$ cat src/rtl/tpoll_pkg.sv
package tpoll_pkg;

  typedef enum logic [2:0] {
    ST_IDLE     = 3'd0,
    ST_REQ_REF  = 3'd1,
    ST_WAIT_REF = 3'd2,
    ST_REQ_CMP  = 3'd3,
    ST_WAIT_CMP = 3'd4
  } poll_state_e;

  // Position of the toggle status bit inside byte lane k of a word.
  function automatic int unsigned toggle_bit_pos(int unsigned lane);
    return lane * 8 + 6;
  endfunction

  // Mask selecting every lane's toggle bit (up to a 64-bit word).
  function automatic logic [63:0] toggle_mask(int unsigned lanes);
    logic [63:0] m;
    m = '0;
    for (int unsigned k = 0; k < lanes; k++) m[toggle_bit_pos(k)] = 1'b1;
    return m;
  endfunction

endpackage

$ cat src/rtl/tpoll_lane_cmp.sv
module tpoll_lane_cmp #(
  parameter int unsigned DATA_W = 16
) (
  input  logic              clk,
  input  logic              rst_n,
  input  logic              ref_load,
  input  logic [DATA_W-1:0] rd_data_i,
  output logic              lanes_match
);
  import tpoll_pkg::*;

  localparam int unsigned NLANES = DATA_W / 8;
  localparam logic [63:0] MASK_ALL = toggle_mask(NLANES);
  localparam logic [DATA_W-1:0] MASK = MASK_ALL[DATA_W-1:0];

  logic [NLANES-1:0] ref_bits_q;
  logic [NLANES-1:0] new_bits;
  logic [NLANES-1:0] lane_eq;
  logic              unused_other_bits;

  genvar k;
  generate
    for (k = 0; k < NLANES; k++) begin : g_lane
      assign new_bits[k] = rd_data_i[toggle_bit_pos(k)];
      assign lane_eq[k]  = (new_bits[k] == ref_bits_q[k]);
    end
  endgenerate

  assign lanes_match       = &lane_eq;
  assign unused_other_bits = ^(rd_data_i & ~MASK);

  always_ff @(posedge clk or negedge rst_n) begin
    if (!rst_n)        ref_bits_q <= '0;
    else if (ref_load) ref_bits_q <= new_bits;
  end

endmodule

$ cat src/rtl/tpoll_attempt_ctr.sv
module tpoll_attempt_ctr #(
  parameter int unsigned MAX_POLLS = 32'h07FF_FFFF
) (
  input  logic clk,
  input  logic rst_n,
  input  logic clr,
  input  logic inc,
  output logic at_limit
);
  localparam int unsigned CNT_W = $clog2(MAX_POLLS + 1);
  localparam logic [CNT_W-1:0] LAST = CNT_W'(MAX_POLLS - 1);

  logic [CNT_W-1:0] cnt_q;

  // High while the next mismatch would be comparison number MAX_POLLS.
  assign at_limit = (cnt_q == LAST);

  always_ff @(posedge clk or negedge rst_n) begin
    if (!rst_n)   cnt_q <= '0;
    else if (clr) cnt_q <= '0;
    else if (inc) cnt_q <= cnt_q + 1'b1;
  end

endmodule

$ cat src/rtl/tpoll_fsm.sv
module tpoll_fsm #(
  parameter int unsigned ADDR_W = 22
) (
  input  logic                  clk,
  input  logic                  rst_n,
  input  logic                  start_i,
  input  logic [ADDR_W-1:0]     start_addr_i,
  input  logic                  rd_valid_i,
  input  logic                  lanes_match,
  input  logic                  at_limit,
  output tpoll_pkg::poll_state_e state_o,
  output logic [ADDR_W-1:0]     addr_o,
  output logic                  done_o,
  output logic                  timeout_o,
  output logic                  start_acc,
  output logic                  ref_evt,
  output logic                  cmp_evt
);
  import tpoll_pkg::*;

  poll_state_e state_q;

  assign state_o   = state_q;
  assign start_acc = (state_q == ST_IDLE) && start_i;
  assign ref_evt   = (state_q == ST_WAIT_REF) && rd_valid_i;
  assign cmp_evt   = (state_q == ST_WAIT_CMP) && rd_valid_i;

  always_ff @(posedge clk or negedge rst_n) begin
    if (!rst_n) begin
      state_q   <= ST_IDLE;
      addr_o    <= '0;
      done_o    <= 1'b0;
      timeout_o <= 1'b0;
    end else begin
      done_o    <= 1'b0;
      timeout_o <= 1'b0;
      case (state_q)
        ST_IDLE: if (start_i) begin
          addr_o  <= start_addr_i;
          state_q <= ST_REQ_REF;
        end
        ST_REQ_REF:  state_q <= ST_WAIT_REF;
        ST_WAIT_REF: if (rd_valid_i) state_q <= ST_REQ_CMP;
        ST_REQ_CMP:  state_q <= ST_WAIT_CMP;
        ST_WAIT_CMP: if (rd_valid_i) begin
          if (lanes_match) begin
            done_o  <= 1'b1;
            state_q <= ST_IDLE;
          end else if (at_limit) begin
            timeout_o <= 1'b1;
            state_q   <= ST_IDLE;
          end else begin
            state_q <= ST_REQ_CMP;
          end
        end
        default: state_q <= ST_IDLE;
      endcase
    end
  end

endmodule

$ cat src/rtl/flash_toggle_poller.sv
module flash_toggle_poller #(
  parameter int unsigned ADDR_W    = 22,
  parameter int unsigned DATA_W    = 16,
  parameter int unsigned MAX_POLLS = 32'h07FF_FFFF
) (
  input  logic              clk,
  input  logic              rst_n,
  input  logic              start_i,
  input  logic [ADDR_W-1:0] start_addr_i,
  output logic              rd_req_o,
  output logic [ADDR_W-1:0] rd_addr_o,
  input  logic [DATA_W-1:0] rd_data_i,
  input  logic              rd_valid_i,
  output logic              busy_o,
  output logic              done_o,
  output logic              timeout_o
);
  import tpoll_pkg::*;

  poll_state_e state;
  logic start_acc;
  logic ref_evt;
  logic cmp_evt;
  logic lanes_match;
  logic at_limit;
  logic read_pending;
  logic ref_load;
  logic miss_evt;

  assign ref_load     = ref_evt || cmp_evt;
  assign miss_evt     = cmp_evt && !lanes_match;
  assign read_pending = (state == ST_WAIT_REF) || (state == ST_WAIT_CMP);
  assign rd_req_o     = (state == ST_REQ_REF) || (state == ST_REQ_CMP);
  assign busy_o       = (state != ST_IDLE);

  tpoll_fsm #(.ADDR_W(ADDR_W)) fsm_i (
    .clk          (clk),
    .rst_n        (rst_n),
    .start_i      (start_i),
    .start_addr_i (start_addr_i),
    .rd_valid_i   (rd_valid_i),
    .lanes_match  (lanes_match),
    .at_limit     (at_limit),
    .state_o      (state),
    .addr_o       (rd_addr_o),
    .done_o       (done_o),
    .timeout_o    (timeout_o),
    .start_acc    (start_acc),
    .ref_evt      (ref_evt),
    .cmp_evt      (cmp_evt)
  );

  tpoll_lane_cmp #(.DATA_W(DATA_W)) cmp_i (
    .clk         (clk),
    .rst_n       (rst_n),
    .ref_load    (ref_load),
    .rd_data_i   (rd_data_i),
    .lanes_match (lanes_match)
  );

  tpoll_attempt_ctr #(.MAX_POLLS(MAX_POLLS)) ctr_i (
    .clk      (clk),
    .rst_n    (rst_n),
    .clr      (start_acc),
    .inc      (miss_evt),
    .at_limit (at_limit)
  );

endmodule

$ cat config.mk
export PLATFORM = sky130hd
export DESIGN_NAME = flash_toggle_poller
export DESIGN_NICKNAME = d
export VERILOG_FILES = /design/src/rtl/tpoll_pkg.sv /design/src/rtl/tpoll_lane_cmp.sv /design/src/rtl/tpoll_attempt_ctr.sv /design/src/rtl/tpoll_fsm.sv /design/src/rtl/flash_toggle_poller.sv
export SDC_FILE = /design/constraint.sdc
export NUM_CORES = 1
export LEC_CHECK = 0
export BUFFER_PORTS_ARGS = -buffer_cell sky130_fd_sc_hd__buf_2
export CORE_MARGIN = 2
export CORE_UTILIZATION = 53
export DETAILED_ROUTE_END_ITERATION = 8
export GPL_TIMING_DRIVEN = 0
export PLACE_DENSITY_LB_ADDON = 0.2
export SYNTH_ARGS = -nofsm -noshare
export SYNTH_HDL_FRONTEND = slang
export SYNTH_SLANG_ARGS = --single-unit
$ cat constraint.sdc
create_clock -name clk -period 2.75 [get_ports clk]
set_clock_uncertainty 0.2 [all_clocks]
set_input_delay 0.4125 -clock clk [delete_from_list [all_inputs] [get_ports clk]]
set_output_delay 0.4125 -clock clk [all_outputs]
set_load 0.02 [all_outputs]
==> run summary, run 1 <==
Async SR Flop Fraction - 100%
Rows - 26
Largest net degree at the start of global routing - 57
Post-Route WL - 5760 µm
Slew HR - 58.6%
Worst reg2reg path depth - 5
Final Max Tran Viols - 0
Skew-Pair Late Insertion Delay - 0.31 ns
Die Span X - 75.9 µm
R2R Setup Slk - 0.56 ns
Worst EP arrival - 2.23 ns
Final Hold Fails - 0
Hold Crit Depth - 3
TritonCTS Buffers - 5
CTS tree - yes
Maximum vdd drop - 0.534 mV
Clk sinks - 56
Top cell type's share of synthesized area - 51.2%
Total track usage - 21.5%
Drt wl/cell - 13.4 µm
I/O pin count - 68
Initial antenna violation count - 0
Vias in the first global route - 2122
H-Tree Depth - 2
Setup Buffers After CTS - 0
Worst-path fanout max - 10
Required @ worst endpoint - 2.79 ns
Area Overhead vs Synth - 17.9%
Dpl hpwl - 4060 µm
Post-synthesis sequential area ratio - 51.2%
Max Cap Viol - 0
Drt first pass iters - 4
Primary FF master, synth - dfrtp_1
Final TNS setup - 0 ns
Post-synth EDFFs - 0
Worst Path Class, Setup - flop to flop
Crit end category - flop
Post-synth cell types - 41
Placer Congestion - 0.789
Initial DRC Count - 171
Initial Util - 54.3%
CP Launch Type - flop
DRC violations left - 0
Status - finished, final reports clean
Cell count after synthesis - 295
Cell taking the most area after synthesis - dfrtp_1
Synth cell count leaders - nand2_1, dfrtp_1, a21oi_1, nand3_1
Final period util - 79.6%
PortBufs - 53
Main area contributors after synthesis - dfrtp_1, nand2_1, a21oi_1
Syn avg cell area - 9.28 µm²
Post-synthesis instance area - 0.00274 mm²
Final Core Density - 64.0%
Unrepaired setup endpoints after global routing - no
Antenna diode count - 0
Hold crit path type - primary input to flop
Routed Antenna Nets - 0
Pwr Density - 840 mW/mm²
CTS root buf - clkbuf_8
#FFs+latches synth - 56
Clock-pin slew on the worst setup and hold paths - 0.10 ns
FMAX - 457 MHz
Worst slew pin tran - 0.615 ns
Yosys warnings - 0
Min cycle time layout - 2.19 ns
Die H - 75.9 µm
Number of vias per cell - 5.54
CTS Buffer Depth - 2
GR Overflow Total - 0
Final #Nets - 401
Share of layout cells above drive strength 1 - 19.6%
Via total after detailed routing - 2370
Die area - 0.00576 mm²
Core area - 0.00504 mm²
First-pass GRT wire length - 9520 µm
Most numerous cell in the Yosys netlist - nand2_1
Final setup fails - 0
Leakage power - 1.50 nW
Post_cts resized - 0
Syn Nets - 339
[layout make-up]
cell class / count / area, µm²
plain buffers: 14 / 62.6
clock buffers: 6 / 72.6
clock inverters: 2 / 35.0
fillers: 449 / 1810
inverters: 9 / 33.8
multi-input cells: 216 / 1240
flip-flops and latches: 56 / 1400
well taps: 70 / 87.6
repair buffers: 55 / 295
[path summary, 6_finish.rpt]
| path | end | start |
|---|---|---|
| worst max-delay path | ctr_i.cnt_q[11]$_DFFE_PN0P_ | cmp_i.ref_bits_q[1]$_DFFE_PN0P_ |
| worst min-delay path | fsm_i.addr_o[12]$_DFFE_PN0P_ | start_addr_i[12] |
| worst max register to register | ctr_i.cnt_q[11]$_DFFE_PN0P_ | cmp_i.ref_bits_q[1]$_DFFE_PN0P_ |
| worst min register to register | fsm_i.addr_o[18]$_DFFE_PN0P_ | fsm_i.addr_o[18]$_DFFE_PN0P_ |
| max in group asynchronous | fsm_i.addr_o[20]$_DFFE_PN0P_ | rst_n |
| min in group asynchronous | ctr_i.cnt_q[19]$_DFFE_PN0P_ | rst_n |
[routing by layer]
metal / vias up / track usage, % / part of all wire [%]
met5: - / 0 / 0
met4: 0 / 5.46 / 1.8
met3: 12 / 4.76 / 4.8
met2: 63 / 33.3 / 47
met1: 1117 / 30.7 / 47
li1: 1178 / - / -
[metrics by stage]
stage          power [mW]  hold WS [ns]  instances  area (µm²)  setup slack [ns]
6_report             2.71        0.0786        428        3230             0.560
5_1_grt              2.92        0.0800        428        3230             0.363
4_1_cts              2.73        0.0801        426        3200             0.550
3_5_place_dp         2.20         0.258        418        3090             0.477
3_3_place_gp         2.17         0.255        418        3090             0.496
2_1_floorplan        1.86       -0.0831        295        2740             0.731
[cell families (layout without fill, tap and decap cells)]
family	after synthesis	in the layout	share of synthesized area [%]
AO/OA/AOI/OAI	59	59	13.8
XOR/XNOR	9	9	2.88
adder cells (fa/ha/maj)	2	2	0.914
buffers and inverters	23	86	3.52
flip-flops	56	56	51.2
multiplexers	4	4	1.55
AND/OR/NAND/NOR	142	142	26.2
[registers in the layout, indices dropped and copies added, names as in the netlist]
name              flops
ctr_i.cnt_q          27
fsm_i.addr_o         22
fsm_i.state_o         3
cmp_i.ref_bits_q      2
fsm_i.done_o          1
fsm_i.timeout_o       1
[timing repair]
action,CTS,global route
hold buffers,0,1
endpoints found under the hold margin,0,20
endpoints found under the setup margin,0,0
[power breakdown]
part / leakage, nW / internal (mW) / switching (mW)
Clock: 0.0552 / 0.271 / 0.264
Combinational: 0.705 / 0.367 / 0.673
Sequential: 0.741 / 1.02 / 0.120
[critical path, cell delays in order (launching register included)]
cell	delay [ns]
dfrtp_1	0.42
xor2_1	0.45
o211ai_1	0.25
clkbuf_1	0.26
or3_1	0.39
a21oi_1	0.15
[placed cells by master (no fill, tap or decap), types with 4 or more instances in the layout]
master / Yosys / final
a21oi_1: 21 / 21
or4_1: 12 / 12
and4_1: 4 / 4
buf_1: 4 / 4
o21ai_0: 11 / 11
inv_1: 9 / 9
buf_2: 2 / 55
clkbuf_8: 0 / 5
or3_1: 6 / 6
xnor2_1: 6 / 6
clkbuf_1: 7 / 8
o31ai_1: 12 / 12
dfrtp_1: 56 / 56
nand3_1: 14 / 14
nor2_1: 5 / 5
and3_1: 7 / 7
nand2_1: 79 / 79
Note: power is estimated with default switching activity, not from simulation.
==> run 2, diff against run 1 <==
==> constraint.sdc (replaced) <==
create_clock -name clk -period 2.19 [get_ports clk]
set_clock_uncertainty 0.2 [all_clocks]
set_input_delay 0.3285 -clock clk [delete_from_list [all_inputs] [get_ports clk]]
set_output_delay 0.3285 -clock clk [all_outputs]
set_load 0.02 [all_outputs]
==> run 2 against run 1 <==
Effect of this change:
- flip-flop and latch count is the same
- wire length grew 1.3%
- die area is the same
- fmax grew 4.6%
- first-iteration DRC count grew 7.0%
- via count grew 0.59%
- sequential share of layout area shrank 0.94 points
- critical path depth grew 1
- non-clock buffer count grew 5
- critical endpoint unchanged
- largest cell class unchanged
==> run summary, run 2 (synthesis results as in run 1) <==
Status - finished, final reports clean (unchanged)
Initial DRC Count - 183 (was 171)
Final Hold Fails - 0 (unchanged)
Skew-Pair Late Insertion Delay - 0.31 ns (about the same)
Final Hold Slack - 0.00172 ns (was 0.0786 ns)
Final setup fails - 0 (unchanged)
Initial antenna violation count - 0 (unchanged)
Drt wl/cell - 13.5 µm (was 13.4 µm)
Final Core Density - 65.6% (was 64.0%)
Slew HR - 58.1% (was 58.6%)
Die area - 0.00576 mm² (unchanged)
Hold Crit Depth - 3 (unchanged)
Routed Antenna Nets - 0 (unchanged)
Hold crit path type - primary input to flop (unchanged)
Dpl hpwl - 4060 µm (unchanged)
Antenna diode count - 0 (unchanged)
Area Overhead vs Synth - 20.7% (was 17.9%)
Maximum vdd drop - 0.670 mV (was 0.534 mV)
Share of layout cells above drive strength 1 - 23.1% (was 19.6%)
Leakage power - 1.54 nW (was 1.50 nW)
Crit end category - flop (unchanged)
Rows - 26 (unchanged)
Max FFs per register - 27 (unchanged)
Dpl ws - 0.000657 ns (was 0.477 ns)
Pwr Density - 1040 mW/mm² (was 840 mW/mm²)
Clock-pin slew on the worst setup and hold paths - 0.10 ns (about the same)
Max Cap Viol - 0 (unchanged)
DRC violations left - 0 (unchanged)
Worst EP arrival - 2.14 ns (was 2.23 ns)
Required @ worst endpoint - 2.23 ns (was 2.79 ns)
Core area - 0.00504 mm² (unchanged)
PortBufs - 53 (unchanged)
TritonCTS Buffers - 5 (unchanged)
Unrepaired setup endpoints after global routing - yes (was no)
Post-Route WL - 5830 µm (was 5760 µm)
Reg with most FFs - ctr_i.cnt_q (unchanged)
Total track usage - 21.6% (was 21.5%)
CTS root buf - clkbuf_8 (unchanged)
GR Overflow Total - 0 (unchanged)
I/O pin count - 68 (unchanged)
Worst slew pin tran - 0.622 ns (was 0.615 ns)
Drt first pass iters - 4 (unchanged)
Worst-path fanout max - 10 (unchanged)
First-pass GRT wire length - 9580 µm (was 9520 µm)
Final period util - 95.6% (was 79.6%)
Setup WS post-layout - 0.0964 ns (was 0.560 ns)
Final TNS setup - 0 ns (unchanged)
Worst reg2reg path depth - 6 (was 5)
Final #Nets - 406 (was 401)
Clk sinks - 56 (unchanged)
H-Tree Depth - 2 (unchanged)
Largest net degree at the start of global routing - 57 (unchanged)
CTS tree - yes (unchanged)
Final Max Tran Viols - 0 (unchanged)
Most common cell after layout, fill and taps aside - nand2_1 (unchanged)
CP Launch Type - flop (unchanged)
Commonest non-fill, non-tap cells in the layout - nand2_1, buf_2, dfrtp_1, a21oi_1, nand3_1 (was nand2_1, dfrtp_1, buf_2, a21oi_1, nand3_1)
Fill count - 439 (was 449)
R2R Setup Slk - 0.1 ns (was 0.56 ns)
Initial Util - 54.3% (unchanged)
Number of vias per cell - 5.51 (was 5.54)
Vias in the first global route - 2142 (was 2122)
CTS Buffer Depth - 2 (unchanged)
Worst Path Class, Setup - flop to flop (unchanged)
Placer Congestion - 0.789 (unchanged)
Total Power - 3.44 mW (was 2.71 mW)
Via total after detailed routing - 2384 (was 2370)
Die Span X - 75.9 µm (unchanged)
Die H - 75.9 µm (unchanged)
FMAX - 478 MHz (was 457 MHz)
Min cycle time layout - 2.09 ns (was 2.19 ns)
==> run 2: metrics by stage <==
stage                     instances  cell area, µm²
final                           433            3310
after global routing            433            3310
after CTS                       429            3230
after detailed placement        418            3090
after global placement          418            3090
after floorplan                 295            2740
==> run 2: routing by layer <==
metal  vias up  track usage [%]  wire length [µm]
li1       1187                -                 -
met4         0             5.46                76
met2        57             33.7              2770
met3         8             4.76               231
met5         -                0                 0
met1      1132             30.8              2750
==> run 2: path summary, 6_finish.rpt <==
kind                                                end                         start
setup reg to reg            ctr_i.cnt_q[11]$_DFFE_PN0P_  fsm_i.state_o[1]$_DFFE_PN0P_
setup / recovery            ctr_i.cnt_q[11]$_DFFE_PN0P_  fsm_i.state_o[1]$_DFFE_PN0P_
hold / removal              fsm_i.addr_o[1]$_DFFE_PN0P_               start_addr_i[1]
max in group asynchronous  fsm_i.addr_o[20]$_DFFE_PN0P_                         rst_n
hold reg to reg            fsm_i.addr_o[19]$_DFFE_PN0P_  fsm_i.addr_o[19]$_DFFE_PN0P_
min in group asynchronous   ctr_i.cnt_q[19]$_DFFE_PN0P_                         rst_n
==> run 2: where the power goes <==
group | internal, mW | switching, mW
registers | 1.28 | 0.158
clock network | 0.340 | 0.329
logic | 0.478 | 0.851
total | 2.10 | 1.34
==> run 2: area by class of cell <==
cell class | instances | area (µm²) | area share, %
sequential | 56 | 1400 | 42.5
multi-input combinational | 216 | 1260 | 38.2
timing repair buffer | 60 | 340 | 10.3
tap | 70 | 87.6 | 2.65
clock buffer | 6 | 72.6 | 2.19
buffer | 14 | 70.1 | 2.12
clock inverter | 2 | 35.0 | 1.06
inverter | 9 | 33.8 | 1.02
==> run 2: what timing repair did <==
| action | CTS | global route |
|---|---|---|
| pin swaps | 0 | 2 |
| endpoints found under the hold margin | 3 | 20 |
| hold buffers | 3 | 1 |
| endpoints found under the setup margin | 3 | 34 |
| gates resized for setup | 1 | 15 |
| setup buffers | 0 | 2 |
==> run 2: critical path, stage by stage, from the launching register on <==
cell and delay, ns:
dfrtp_1 0.39, buf_6 0.14, and4bb_4 0.34, o211ai_1 0.16
clkbuf_1 0.25, or3_1 0.39, a21oi_1 0.15
==> run 3, diff against run 2 <==
--- a/config.mk
+++ b/config.mk
@@ -6,8 +6,10 @@
 export NUM_CORES = 1
 export LEC_CHECK = 0
 export BUFFER_PORTS_ARGS = -buffer_cell sky130_fd_sc_hd__buf_2
+export CELL_PAD_IN_SITES_DETAIL_PLACEMENT = 1
+export CELL_PAD_IN_SITES_GLOBAL_PLACEMENT = 2
 export CORE_MARGIN = 2
-export CORE_UTILIZATION = 53
+export CORE_UTILIZATION = 32
 export DETAILED_ROUTE_END_ITERATION = 8
 export GPL_TIMING_DRIVEN = 0
 export PLACE_DENSITY_LB_ADDON = 0.2
==> run 3 against run 2 <==
Effect of this change:
- global-route usage decreased by 4.9 points
- die area is 62% higher
- sequential power barely moved
- wire length is 27% higher
- fmax shrank 1.8%
- first-iteration DRC count fell by 52%
- cell area up 6.1%
- combinational power is 7% higher
- critical path type unchanged
- largest cell class unchanged
- largest power group unchanged
==> run summary, run 3 (synthesis results as in run 1) <==
Status - finished, final reports clean (unchanged)
FMAX - 469 MHz (was 478 MHz)
CP Launch Type - flop (unchanged)
Final period util - 97.3% (was 95.6%)
Rows - 33 (was 26)
Dpl hpwl - 5030 µm (was 4060 µm)
Internal power - 2.14 mW (was 2.10 mW)
Dpl ws - -0.0667 ns (was 0.000657 ns)
I/O pin count - 68 (unchanged)
Vias in the first global route - 2497 (was 2142)
GR Overflow Total - 0 (unchanged)
Logic gate share of total power - 40.0% (was 38.7%)
Worst EP arrival - 2.18 ns (was 2.14 ns)
Max FFs per register - 27 (unchanged)
Final setup fails - 0 (unchanged)
Commonest non-fill, non-tap cells in the layout - nand2_1, buf_2, dfrtp_1, a21oi_1, dlygate4sd3_1 (was nand2_1, buf_2, dfrtp_1, a21oi_1, nand3_1)
Worst Path Class, Setup - flop to flop (unchanged)
Clock-pin slew on the worst setup and hold paths - 0.10 ns (about the same)
Total track usage - 16.7% (was 21.6%)
H-Tree Depth - 2 (unchanged)
Final Max Tran Viols - 0 (unchanged)
Critical hold path startpoint - start_addr_i[13] (was start_addr_i[1])
PortBufs - 53 (unchanged)
Pwr Density - 1010 mW/mm² (was 1040 mW/mm²)
Crit end category - flop (unchanged)
Largest net degree at the start of global routing - 57 (unchanged)
DRC violations left - 0 (unchanged)
Final Hold Fails - 0 (unchanged)
Total Power - 3.55 mW (was 3.44 mW)
Clk sinks - 56 (unchanged)
Final Hold Slack - 0.00405 ns (was 0.00172 ns)
First-pass GRT wire length - 12000 µm (was 9580 µm)
Placer Congestion - 0.798 (was 0.789)
Finished Cell Area - 0.00351 mm² (was 0.00331 mm²)
Clock network fraction of total power - 19.5% (about the same)
Initial antenna violation count - 0 (unchanged)
Final #Nets - 423 (was 406)
Worst-path fanout max - 8 (was 10)
TritonCTS Buffers - 5 (unchanged)
Routed Antenna Nets - 0 (unchanged)
Die Span X - 96.5 µm (was 75.9 µm)
Most common cell after layout, fill and taps aside - nand2_1 (unchanged)
CTS Buffer Depth - 2 (unchanged)
Via total after detailed routing - 2499 (was 2384)
Maximum vdd drop - 0.443 mV (was 0.670 mV)
Fill count - 991 (was 439)
Reg with most FFs - ctr_i.cnt_q (unchanged)
Core area - 0.00826 mm² (was 0.00504 mm²)
Slew HR - 51.0% (was 58.1%)
Drt wl/cell - 15.3 µm (was 13.5 µm)
Area Overhead vs Synth - 28.1% (was 20.7%)
Critical Path Source - fsm_i.state_o[1]$_DFFE_PN0P_ (unchanged)
Die area - 0.00932 mm² (was 0.00576 mm²)
Leakage power - 1.61 nW (was 1.54 nW)
Unrepaired setup endpoints after global routing - yes (unchanged)
Max Cap Viol - 0 (unchanged)
Final TNS setup - 0 ns (unchanged)
CTS root buf - clkbuf_8 (unchanged)
Skew-Pair Late Insertion Delay - 0.32 ns (was 0.31 ns)
Share of layout cells above drive strength 1 - 23.7% (was 23.1%)
Drt first pass iters - 4 (unchanged)
Initial Util - 33.2% (was 54.3%)
Hold crit path type - primary input to flop (unchanged)
Reg power frac - 40.5% (was 41.9%)
Post-Route WL - 7420 µm (was 5830 µm)
Required @ worst endpoint - 2.24 ns (was 2.23 ns)
NetSw - 1.40 mW (was 1.34 mW)
FF-to-FF Start - fsm_i.state_o[1]$_DFFE_PN0P_ (unchanged)
Min cycle time layout - 2.13 ns (was 2.09 ns)
Worst slew pin tran - 0.735 ns (was 0.622 ns)
Setup WS post-layout - 0.0583 ns (was 0.0964 ns)
Initial DRC Count - 88 (was 183)
CTS tree - yes (unchanged)
Die H - 96.5 µm (was 75.9 µm)
Number of vias per cell - 5.15 (was 5.51)
Sw Share - 39.6% (was 38.9%)
Dpl cell area - 0.00314 mm² (was 0.00309 mm²)
Antenna diode count - 0 (unchanged)
==> run 3: repair_timing <==
item	4_1_cts	5_1_grt
setup buffers	1	6
gates cloned	0	0
resized for setup	9	12
endpoints found under the hold margin	16	56
hold buffers	16	1
pin swaps	2	4
endpoints found under the setup margin	28	18
==> run 3: final cells by class <==
class | instances | area, µm² | share of cell area, %
inverter | 9 | 33.8 | 0.963
clock inverter | 2 | 35.0 | 0.998
multi-input combinational | 216 | 1260 | 36.0
clock buffer | 6 | 72.6 | 2.07
buffer | 14 | 77.6 | 2.21
sequential | 56 | 1410 | 40.0
tap | 105 | 131 | 3.74
timing repair buffer | 77 | 490 | 14.0
==> run 3: final timing paths <==
check,endpoint,slack [ns],cells after the start
worst max-delay path,ctr_i.cnt_q[22]$_DFFE_PN0P_,0.06,5
worst min-delay path,fsm_i.addr_o[13]$_DFFE_PN0P_,0.004,3
worst max register to register,ctr_i.cnt_q[22]$_DFFE_PN0P_,0.06,5
worst min register to register,fsm_i.addr_o[10]$_DFFE_PN0P_,0.28,2
max in group asynchronous,fsm_i.state_o[0]$_DFFE_PN0P_,0.87,2
min in group asynchronous,ctr_i.cnt_q[12]$_DFFE_PN0P_,0.41,2
==> run 3: critical path, cell delays in order, from the launching register on <==
cell and delay, ns:
dfrtp_1 0.39, buf_6 0.13, nand4bb_4 0.21, a2111o_1 0.53, or4_4 0.46, a21oi_2 0.14
==> run 3: per-layer routing <==
metal,wire length [µm],track usage [%]
met3,274,3.57
met5,0,0
met4,89,4.58
met2,3660,29.2
met1,3400,20.9
==> run 3: power by group through the flow <==
stage	Clock [mW]	Sequential [mW]	Combinational (mW)
after global routing	0.751	1.47	1.59
after global placement	0	1.44	1.33
after floorplan	0	1.67	0.665
final	0.693	1.43	1.42
after CTS	0.722	1.44	1.41
after detailed placement	0	1.45	1.37
==> run 3: stage by stage <==
| stage | utilization, % | std cells |
|---|---|---|
| after floorplan | - | 295 |
| after global placement | 38.0 | 453 |
| after detailed placement | 38.0 | 453 |
| after CTS | 41.6 | 478 |
| after global routing | 42.5 | 485 |
| final | 42.5 | 485 |
